<file path="src/rtl/lcdg_pkg.sv">
package lcdg_pkg;
  localparam int SEG_W   = 7;
  localparam int NUM_LOW = 3;
  localparam int DRV_W   = NUM_LOW * SEG_W + 2;

  typedef logic [SEG_W-1:0] seg7_t;

  // bit order {g,f,e,d,c,b,a}; codes above nine stay dark
  function automatic seg7_t bcd_to_seg(input logic [3:0] code);
    seg7_t s;
    case (code)
      4'd0: s = 7'h3F;
      4'd1: s = 7'h06;
      4'd2: s = 7'h5B;
      4'd3: s = 7'h4F;
      4'd4: s = 7'h66;
      4'd5: s = 7'h6D;
      4'd6: s = 7'h7D;
      4'd7: s = 7'h07;
      4'd8: s = 7'h7F;
      4'd9: s = 7'h6F;
      default: s = '0;
    endcase
    return s;
  endfunction
endpackage

</file>
<file path="src/rtl/lcdg_bp_div.sv">
module lcdg_bp_div #(
  parameter int HALF = 400
) (
  input  logic clk,
  input  logic rst_n,
  output logic bp,
  output logic bp_next,
  output logic wrap
);
  localparam int CW = (HALF > 1) ? $clog2(HALF) : 1;
  localparam logic [CW-1:0] LAST = CW'(HALF - 1);

  logic [CW-1:0] cnt;

  assign wrap    = (cnt == LAST);
  assign bp_next = bp ^ wrap;

  always_ff @(posedge clk or negedge rst_n) begin
    if (!rst_n) begin
      cnt <= '0;
      bp  <= 1'b0;
    end else begin
      cnt <= wrap ? '0 : cnt + 1'b1;
      bp  <= bp_next;
    end
  end


  bp_hold_chk: assert property (@(posedge clk) disable iff (!rst_n)
    !wrap |=> $stable(bp));

  bp_flip_chk: assert property (@(posedge clk) disable iff (!rst_n)
    wrap |=> (bp != $past(bp)));

  cnt_range_chk: assert property (@(posedge clk) disable iff (!rst_n)
    cnt <= LAST);
endmodule

</file>
<file path="src/rtl/lcdg_digit_dec.sv">
module lcdg_digit_dec
  import lcdg_pkg::*;
(
  input  logic [3:0] code,
  input  logic       blank,
  output seg7_t      lit
);
  assign lit = blank ? '0 : bcd_to_seg(code);
endmodule

</file>
<file path="src/rtl/lcdg_phase_drv.sv">
module lcdg_phase_drv #(
  parameter int W = 23
) (
  input  logic         clk,
  input  logic         rst_n,
  input  logic         bp_next,
  input  logic         lamp,
  input  logic [W-1:0] lit,
  output logic [W-1:0] drive
);
  always_ff @(posedge clk or negedge rst_n) begin
    if (!rst_n)
      drive <= '0;
    else if (lamp)
      drive <= '1;
    else
      drive <= lit ^ {W{bp_next}};
  end
endmodule

</file>
<file path="src/rtl/lcd_glass_driver.sv">
module lcd_glass_driver
  import lcdg_pkg::*;
#(
  parameter int BP_HALF = 400
) (
  input  logic       clk,
  input  logic       rst_n,
  input  logic [3:0] digit_ones,
  input  logic [3:0] digit_tens,
  input  logic [3:0] digit_hund,
  input  logic       lead_one,
  input  logic       neg,
  input  logic       over_range,
  input  logic       lamp_test,
  output logic       bp,
  output logic [6:0] seg_ones,
  output logic [6:0] seg_tens,
  output logic [6:0] seg_hund,
  output logic       seg_lead,
  output logic       seg_sign
);
  logic             bp_next;
  logic             bp_wrap;
  logic [3:0]       code  [NUM_LOW];
  seg7_t            lit_low [NUM_LOW];
  logic             lead_lit;
  logic             sign_lit;
  logic [DRV_W-1:0] lit_vec;
  logic [DRV_W-1:0] drv_vec;

  lcdg_bp_div #(.HALF(BP_HALF)) u_div (
    .clk(clk), .rst_n(rst_n), .bp(bp), .bp_next(bp_next), .wrap(bp_wrap)
  );

  assign code[0] = digit_ones;
  assign code[1] = digit_tens;
  assign code[2] = digit_hund;

  for (genvar g = 0; g < NUM_LOW; g++) begin : g_low
    lcdg_digit_dec u_dec (.code(code[g]), .blank(over_range), .lit(lit_low[g]));
    assign lit_vec[g*SEG_W +: SEG_W] = lit_low[g];
  end

  assign lead_lit = lead_one | over_range;
  assign sign_lit = neg;
  assign lit_vec[DRV_W-2] = lead_lit;
  assign lit_vec[DRV_W-1] = sign_lit;

  lcdg_phase_drv #(.W(DRV_W)) u_drv (
    .clk(clk), .rst_n(rst_n), .bp_next(bp_next), .lamp(lamp_test),
    .lit(lit_vec), .drive(drv_vec)
  );

  assign seg_ones = drv_vec[0*SEG_W +: SEG_W];
  assign seg_tens = drv_vec[1*SEG_W +: SEG_W];
  assign seg_hund = drv_vec[2*SEG_W +: SEG_W];
  assign seg_lead = drv_vec[DRV_W-2];
  assign seg_sign = drv_vec[DRV_W-1];


  sign_phase_chk: assert property (@(posedge clk) disable iff (!rst_n)
    ($past(rst_n) && !$past(lamp_test)) |-> (seg_sign == (bp ^ $past(neg))));

  lamp_all_on_chk: assert property (@(posedge clk) disable iff (!rst_n)
    ($past(rst_n) && $past(lamp_test)) |->
      (&seg_ones && &seg_tens && &seg_hund && seg_lead && seg_sign));

  over_blank_chk: assert property (@(posedge clk) disable iff (!rst_n)
    ($past(rst_n) && $past(over_range) && !$past(lamp_test)) |->
      (seg_ones == {7{bp}} && seg_tens == {7{bp}} && seg_hund == {7{bp}}
       && seg_lead != bp));

  bad_code_chk: assert property (@(posedge clk) disable iff (!rst_n)
    ($past(rst_n) && !$past(lamp_test) && ($past(digit_ones) > 4'd9)) |->
      (seg_ones == {7{bp}}));

  lead_phase_chk: assert property (@(posedge clk) disable iff (!rst_n)
    ($past(rst_n) && !$past(lamp_test) && !$past(over_range)) |->
      (seg_lead == (bp ^ $past(lead_one))));
endmodule

</file>
<file path="config.mk">
export PLATFORM = sky130hd
export DESIGN_NAME = lcd_glass_driver
export DESIGN_NICKNAME = d
export VERILOG_FILES = /design/src/rtl/lcdg_pkg.sv /design/src/rtl/lcdg_bp_div.sv /design/src/rtl/lcdg_digit_dec.sv /design/src/rtl/lcdg_phase_drv.sv /design/src/rtl/lcd_glass_driver.sv
export SDC_FILE = /design/constraint.sdc
export NUM_CORES = 1
export LEC_CHECK = 0
export BUFFER_PORTS_ARGS = -buffer_cell sky130_fd_sc_hd__buf_2
export CAP_MARGIN = 5
export CELL_PAD_IN_SITES_DETAIL_PLACEMENT = 0
export CELL_PAD_IN_SITES_GLOBAL_PLACEMENT = 1
export CORE_UTILIZATION = 45
export CTS_CLUSTER_SIZE = 24
export DETAILED_ROUTE_END_ITERATION = 12
export GPL_TIMING_DRIVEN = 1
export PLACE_DENSITY_LB_ADDON = 0.1
export REMOVE_ABC_BUFFERS = 1
export SLEW_MARGIN = 15
export SYNTH_ARGS = -nofsm -noshare
export SYNTH_HDL_FRONTEND = slang
export SYNTH_SLANG_ARGS = --single-unit
</file>
<file path="constraint.sdc">
create_clock -name clk -period 4.55 [get_ports clk]
set_input_delay 0.91 -clock clk [delete_from_list [all_inputs] [get_ports clk]]
set_output_delay 0.91 -clock clk [all_outputs]
set_load 0.01 [all_outputs]
</file>
=== Yosys cells after proc, flatten, opt, wreduce, memory -nomap -nowiden ===
Memories as Yosys holds them, arrays and structs flattened.
Cells that the tools add are included.

* Add/subtract/negate cells: 1
* Equal/unequal tests: 1
* Muxes and demuxes: 5
* Bitwise logic cells: 3

{| class="wikitable"
|+ Operator list
! cell !! count
|-
| $mux W23 || 1
|-
| $xor A23 B23 Y23 || 1
|-
| $mux W7 || 3
|-
| $add A9 B1 Y9 const B || 1
|-
| $eq A9 B9 Y1 const B || 1
|-
| $mux W9 || 1
|-
| $or A1 B1 Y1 || 1
|-
| $xor A1 B1 Y1 || 1
|}

* Bits in registers: 33
* Bits in read-only memories: 336
* Input bits: 18
* Output and inout port bits: 24
* Word-level logic and storage cells: 16
* Memories kept: 3

{| class="wikitable"
|+ Memories
! memory !! words !! bits a word !! rd ports !! clocked after memory_dff !! write ports !! RTL line !! text
|-
| (no name shown) || 16 || 7 || 1 || 0 || 0 || lcdg_pkg.sv:11 || <nowiki>case (code)</nowiki>
|-
| (no name shown) || 16 || 7 || 1 || 0 || 0 || lcdg_pkg.sv:11 ||
|-
| (no name shown) || 16 || 7 || 1 || 0 || 0 || lcdg_pkg.sv:11 ||
|}

=== Longest topological paths before layout ===
Gate-level depths: netlist (run 1).

* Depth in word-level cells: 4
* Depth in mapped cells: 7
* Gate-level depth less buffers: 6

=== By module ===
Synthesis (run 1) repeated with hierarchy kept, for this count alone.

* Cell total of the unflattened synthesis: 210
* Area, all modules: 2148.3 um^2

{| class="wikitable"
|+ Modules (own cells, without submodules)
! module !! instances !! cells each !! area each (um^2) !! seq. area each (um^2)
|-
| lcdg_phase_drv || 1 || 74 || 979.7 || 575.6
|-
| lcdg_digit_dec || 3 || 31 || 230.2 || 0.0
|-
| lcdg_bp_div || 1 || 42 || 471.7 || 250.2
|-
| lcd_glass_driver || 1 || 1 || 6.3 || 0.0
|}

=== Least setup slack after synthesis (run 1) ===
OpenSTA, ideal clock, no wires.

* Path kind: input port to flip-flop
* From: input port digit_tens[0]
* To: register u_drv.drive[12]
* Library setup time: 0.128 ns
* Arrival: 1.857 ns
* Required time: 4.422 ns
* Setup slack: 2.564 ns
* Stages: 6
* Path buffers: 0
* Cells stage by stage: inv_1 ha_1 nor2b_1 o311ai_0 nand4_1 a21boi_0

* Cells in the longest elaborated chain, start to end: 4

{| class="wikitable"
|+ Ends and longest elaborated chain
! item !! RTL line !! text
|-
| from (decl) || lcd_glass_driver.sv:9 || <nowiki>input logic [3:0] digit_tens,</nowiki>
|-
| $mem_v2 Z16 W7 || - ||
|-
| $mux W7 || lcdg_digit_dec.sv:8 || <nowiki>assign lit = blank ? '0 : bcd_to_seg(code);</nowiki>
|-
| $xor A23 B23 Y23 || lcdg_phase_drv.sv:17 || <nowiki>drive <= lit ^ {W{bp_next}};</nowiki>
|-
| $mux W23 || lcdg_phase_drv.sv:14 || <nowiki>else if (lamp)</nowiki>
|-
| to (signal assigned) || lcdg_phase_drv.sv:17 ||
|-
| to (decl) || lcdg_phase_drv.sv:9 || <nowiki>output logic [W-1:0] drive</nowiki>
|}

Every way passes these cells.

=== Final worst setup path (run 1) ===
* From: register u_div.cnt[0]
* To: register u_drv.drive[12]

* Cells in the longest elaborated chain, start to end: 4

{| class="wikitable"
|+ Ends and longest elaborated chain
! item !! RTL line !! text
|-
| from (decl) || lcdg_bp_div.sv:13 || <nowiki>logic [CW-1:0] cnt;</nowiki>
|-
| from (signal assigned) || lcdg_bp_div.sv:23 || <nowiki>cnt <= wrap ? '0 : cnt + 1'b1;</nowiki>
|-
| $eq A9 B9 Y1 || lcdg_bp_div.sv:15 || <nowiki>assign wrap = (cnt == LAST);</nowiki>
|-
| $xor A1 B1 Y1 || lcdg_bp_div.sv:16 || <nowiki>assign bp_next = bp ^ wrap;</nowiki>
|-
| named net bp_next || lcd_glass_driver.sv:22 || <nowiki>logic bp_next;</nowiki>
|-
| $xor A23 B23 Y23 || lcdg_phase_drv.sv:17 ||
|-
| $mux W23 || lcdg_phase_drv.sv:14 ||
|}

The timed path passes the listed nets, and every way through them passes these cells.

==> results of run 1 <==
==> flip-flops by register name (all words and copies together), names as in the netlist <==
register,flops
u_div.cnt,9
u_drv.drive,23
u_div.bp,1
==> per-layer routing <==
metal | track usage | wire [µm]
met4 | 0.0566 | 48
met1 | 0.252 | 2120
met5 | 0 | 0
met2 | 0.324 | 2280
met3 | 0.0389 | 169
==> worst register-to-register path, delay by kind of cell (launching register included) <==
family | cells | cell delay, ps
AO/OA/AOI/OAI | 2 | 720
adder cells (fa/ha/maj) | 1 | 260
buffers and inverters | 1 | 210
flip-flops | 1 | 420
AND/OR/NAND/NOR | 2 | 440
==> power by group <==
part | switching (mW) | internal (mW) | total [mW]
Clock | 0.109 | 0.218 | 0.327
Combinational | 0.0648 | 0.0447 | 0.109
Sequential | 0.00398 | 0.307 | 0.311
Total | 0.178 | 0.570 | 0.748
==> logic make-up after synthesis <==
| group | synth area share |
|---|---|
| flip-flops | 0.372 |
| XOR/XNOR | 0.0198 |
| adder cells (fa/ha/maj) | 0.0903 |
| AND/OR/NAND/NOR | 0.239 |
| buffers and inverters | 0.0632 |
| multiplexers | 0.0181 |
| AO/OA/AOI/OAI | 0.198 |
==> cell type report <==
class	count	area, µm²
Clock buffer	5	68.8
Multi-Input combinational cell	181	1250
Tap cell	67	83.8
Fill cell	452	2180
Clock inverter	3	65.1
Inverter	12	45.0
Sequential cell	33	826
Timing Repair Buffer	41	205
==> cell usage in the layout (no fill, tap or decap), types with 2 or more instances in the layout <==
cell and instances:
a211oi_1 8, a21boi_0 2, a21boi_1 5, a21o_1 2
a21oi_1 23, a311oi_1 4, a32oi_1 2, and2_1 10
buf_2 41, bufinv_16 2, clkbuf_8 5, dfrtp_1 33
ha_1 16, inv_1 11, mux2i_1 4, nand2_1 4
nand2b_1 15, nand3_1 7, nand4_1 6, nor2_1 21
nor2b_1 3, nor3_1 3, nor4_1 6, nor4bb_1 3
o211ai_1 4, o21a_1 5, o21ai_0 8, or3_1 2
xnor2_1 2, xor2_1 3
==> stage by stage <==
stage | util | worst slack [ps] | total power [mW] | area [µm²] | instances
finish | 0.539 | 2370 | 0.748 | 2540 | 342
global route | 0.539 | 2210 | 0.781 | 2540 | 342
CTS | 0.539 | 2360 | 0.754 | 2540 | 342
detailed placement | 0.510 | 2230 | 0.428 | 2410 | 334
global placement | 0.510 | 2310 | 0.427 | 2410 | 334
floorplan | - | 2560 | 0.377 | 2120 | 226
==> path summary, 6_finish.rpt <==
path,start,end,slack (ps),cells after the start
setup reg to reg,u_div.cnt[0],u_drv.drive[12],2370,6
setup / recovery,u_div.cnt[0],u_drv.drive[12],2370,6
hold reg to reg,u_div.cnt[0],u_div.cnt[0],500,1
max in group asynchronous,rst_n,u_drv.drive[1],3410,1
min in group asynchronous,rst_n,u_drv.drive[9],680,1
hold / removal,u_div.cnt[0],u_div.cnt[0],500,1
==> flow_summary.toml, run 1 <==
[drt]
routedWlPerCell_um = 13.5
drtIter0Drc = 52
route.vias.total = 1845
final_antenna_net_count = 0
route.detailed.drc = 0
via_per_inst = 5.39
first_pass_iters = 6
routed_wl_um = 4610

[timing]
finClkSkew_ps = 8.26
maxSlewViolCount = 0
fin_hold_ws_ps = 501
worst-slew-pin-transition_ps = 806
fin_crit_ps = 2180
maxSlewHeadroom = 0.463
fin_crit_sh = 0.478
setup_viol = 0
hold_viol = 0
rsz0062_at_grt = "no"
setup_tns_ps = 0
fmax_ghz = 0.459

[logic_synthesis]
synth_ff_type = "dfrtp_1"
yosysMostFrequentCell = "dfrtp_1"
synth_common_cells = "dfrtp_1, a21oi_1, nor2_1"
synth_cell_types = 45
yosysTopAreaCell = "dfrtp_1"
yosysWarnings = 0
synth-seq-cells = 33
synth_edf_count = 0
synth_cells = 242
async_reset_ff_frac = 1.00
yosysSeqAreaShare = 0.372
ys_top_cells_by_area = "dfrtp_1, ha_1, a21oi_1"
synthesis.area_mm2 = 0.00222
synth_top_area_share = 0.372
synth.avg_cell_area_um2 = 9.16

[finish]
area_growth_pct = 14.8
num_antenna_cells = 0
nNetsFinal = 308
drive_above_1_share = 0.204

[floorplan]
die_y_um = 72.2
core_mm2 = 0.00472
dieArea_mm2 = 0.00521
fp.dieW_um = 72.2
rows = 25
initial_core_util = 0.469
io_pins = 42

[outcome]
outcome = "finished clean"

[grt]
grt_max_degree = 34
antenna_found_initial = 0
grtUsageTotal = 0.193
overflow = 0
grt_first_pass_wirelength_um = 7790
grt_pass1_vias = 1686

[critical_path]
cp_cell_sequence = "ha_1 -> and4b_4 -> a21oi_2 -> nor2_4 -> inv_2 -> a21boi_0"
crit_buf_inv = 1
cp-start-kind = "flip-flop"
cp_data_required_time_ps = 4720
crit_slowest_cell = "a21oi_2"
cp_slowest_stage_delay_ps = 620
critPathArrivalTime_ps = 2350
critPathCaptureType = "flip-flop"
path_class = "reg2reg"
crit_family = "compound AO/OA/AOI/OAI gates"
critPathMaxFanout = 16

[clock_network]
htree_levels = 2
cts_buffers = 5
hold_buffers = 0
path_clk_slew_ps = 70
clock_latency_ps = 290
cts_setup_buffers = 0
cts_tree = "yes"
cts-root-buf = "clkbuf_8"
cts_resized = 0
clockBufferDepth = 2
clkSinkCount = 33

[place]
gp_congestion = 0.729
io_buffer_count = 41
dp_hpwl_um = 3270

[pwr]
ir_drop_uv = 135
p_per_area_mw_per_mm2 = 294
p_leak_nw = 1.12

[min_path]
hp-class = "reg2reg"

[flow_run]
maxCapViolCount = 0
No activity file was read; power rests on OpenSTA's default activity.
==> run 2: changes to the inputs <==
--- a/config.mk
+++ b/config.mk
@@ -5,11 +5,12 @@
 export SDC_FILE = /design/constraint.sdc
 export NUM_CORES = 1
 export LEC_CHECK = 0
+export ABC_AREA = 1
 export BUFFER_PORTS_ARGS = -buffer_cell sky130_fd_sc_hd__buf_2
 export CAP_MARGIN = 5
 export CELL_PAD_IN_SITES_DETAIL_PLACEMENT = 0
 export CELL_PAD_IN_SITES_GLOBAL_PLACEMENT = 1
-export CORE_UTILIZATION = 45
+export CORE_UTILIZATION = 38
 export CTS_CLUSTER_SIZE = 24
 export DETAILED_ROUTE_END_ITERATION = 12
 export GPL_TIMING_DRIVEN = 1
==> constraint.sdc (replaced) <==
create_clock -name clk -period 1.9 [get_ports clk]
set_input_delay 0.38 -clock clk [delete_from_list [all_inputs] [get_ports clk]]
set_output_delay 0.38 -clock clk [all_outputs]
set_load 0.01 [all_outputs]
==> run 2 against run 1 <==
Synthesized area grew 18%. Maximum frequency rose by 33%. Register-to-register slack worse by 2100 ps. Sequential share of layout area fell by 4.6 points. Hold slack worse by 340 ps. Cell count is 29% higher. Global-route usage shrank 2.2 points. Critical endpoint is now u_drv.drive[2]. Largest cell class unchanged.
==> flow_summary.toml, run 2 <==
[outcome]
outcome = "finished clean"

[timing]
maxSlewViolCount = 0
maxSlewHeadroom = 0.497
hold_viol = 0
finClkSkew_ps = 11.4
fmax_ghz = 0.613
worst-slew-pin-transition_ps = 755
rsz0062_at_grt = "no"
fin_crit_ps = 1630
setup_tns_ps = 0
setup_viol = 0
fin_crit_sh = 0.859

[finish]
largest_reg_flops = 23
nNetsFinal = 397
top_register = "u_drv.drive"
num_antenna_cells = 0
fin_cells = 441
drive_above_1_share = 0.343
largest_registers = "u_drv.drive x23, u_div.cnt x9, u_div.bp x1"
layout.cells.most_common = "nand2_1"
stdcell_area_mm2 = 0.00297
area_growth_pct = 12.9
layout_common_cells = "nand2_1, nand3_2, nor2_1, inv_1, buf_2"

[floorplan]
rows = 29
initial_core_util = 0.404
fp.dieW_um = 85.1
dieArea_mm2 = 0.00725
die_y_um = 85.1
core_mm2 = 0.00649
io_pins = 42

[critical_path]
critPathMaxFanout = 24
crit_family = "simple AND/OR/NAND/NOR gates"
critPathLaunch = "u_div.cnt[0]"
cp_slowest_stage_delay_ps = 370
critPathArrivalTime_ps = 1850
worstReg2RegStart = "u_div.cnt[0]"
cp_data_required_time_ps = 2120
cp_cell_sequence = "ha_1 -> nand2_2 -> nor2_8 -> nand3_2 -> nand2_4 -> nand3_1 -> nand3_2"
path_common_cell = "nand3_2"
crit_buf_inv = 0
critPathCaptureType = "flip-flop"
cp-start-kind = "flip-flop"
path_class = "reg2reg"
crit_slowest_cell = "dfrtp_1"

[logic_synthesis]
synth_ff_type = "dfrtp_1"
synth-seq-cells = 33
yosysMostFrequentCell = "nand2_1"
synth_top_area_share = 0.314
synth_cells = 319
yosysSeqAreaShare = 0.314
ys_top_cells_by_area = "dfrtp_1, nand3_2, nand2_1"
synth_cell_types = 24
synthesis.area_mm2 = 0.00263
async_reset_ff_frac = 1.00
synth.avg_cell_area_um2 = 8.23
synth_edf_count = 0
yosysTopAreaCell = "dfrtp_1"
yosysWarnings = 0
synth_common_cells = "nand2_1, nand3_2, nor2_1"

[drt]
drtIter0Drc = 61
route.vias.total = 2115
first_pass_iters = 4
final_antenna_net_count = 0
routedWlPerCell_um = 12.7
via_per_inst = 4.80
routed_wl_um = 5620
route.detailed.drc = 0

[clock_network]
path_clk_slew_ps = 70
htree_levels = 2
clockBufferDepth = 2
cts-root-buf = "clkbuf_8"
clkSinkCount = 33
cts_tree = "yes"
hold_buffers = 0
cts_resized = 0
clock_latency_ps = 290
cts_buffers = 5
cts_setup_buffers = 0

[pwr]
p_leak_nw = 1.52
ir_drop_uv = 239
p_per_area_mw_per_mm2 = 555

[place]
gp_congestion = 0.760
placed_cells = 433
io_buffer_count = 41
post_dp_cell_area_mm2 = 0.00286
dp_hpwl_um = 4090

[grt]
antenna_found_initial = 0
grtUsageTotal = 0.171
overflow = 0
grt_max_degree = 34
grt_first_pass_wirelength_um = 9850
grt_pass1_vias = 2115

[flow_run]
maxCapViolCount = 0

[min_path]
hp-class = "in2async"
## run 2: where the power goes
part / internal, mW / switching, mW
sequential: 0.736 / 0.00912
combinational: 0.118 / 0.197
clock: 0.327 / 0.259
total: 1.18 / 0.465
## run 2: logic make-up after synthesis
logic type / Yosys count / synth area share
xor+xnor: 3 / 0.0100
buf+inv: 53 / 0.104
flops: 33 / 0.314
fa+ha+maj: 16 / 0.0762
compound gates: 16 / 0.0305
simple gates: 198 / 0.465
## run 2: per-layer routing
| layer | GRT usage | wire, µm | vias up |
|---|---|---|---|
| met1 | 0.229 | 2870 | 968 |
| met2 | 0.278 | 2470 | 35 |
| met4 | 0.0493 | 89 | 0 |
| met5 | 0 | 0 | - |
| li1 | - | - | 1103 |
| met3 | 0.0379 | 190 | 9 |
## run 2: area by class of cell
class / instances / area (µm²)
Clock buffer: 7 / 96.3
Inverter: 42 / 158
Timing Repair Buffer: 48 / 258
Tap cell: 77 / 96.3
Fill cell: 676 / 3530
Clock inverter: 1 / 5.00
Sequential cell: 33 / 826
Multi-Input combinational cell: 233 / 1530
## run 2: stage by stage
step	worst slack [ps]	util	hold slack, ps	total power [mW]
5_1_grt	78.9	0.457	218	1.74
6_report	269	0.457	156	1.65
3_3_place_gp	287	0.441	442	1.08
3_5_place_dp	272	0.441	446	1.08
4_1_cts	257	0.457	183	1.66
2_1_floorplan	25.7	-	84.4	0.955
## run 2: worst paths after layout
| path | end | slack [ps] | depth (start not counted) |
|---|---|---|---|
| max in group asynchronous | u_drv.drive[5] | 1260 | 1 |
| min in group clk | u_drv.drive[22] | 340 | 3 |
| min | u_drv.drive[13] | 160 | 1 |
| min reg2reg | u_div.cnt[0] | 460 | 1 |
| max reg2reg | u_drv.drive[2] | 270 | 7 |
| max | u_drv.drive[2] | 270 | 7 |
## run 2: worst register-to-register path, delay by kind of cell (launching register included)
kind,cells,cell delay [ps]
fa+ha+maj,1,200
flops,1,370
simple gates,6,1000
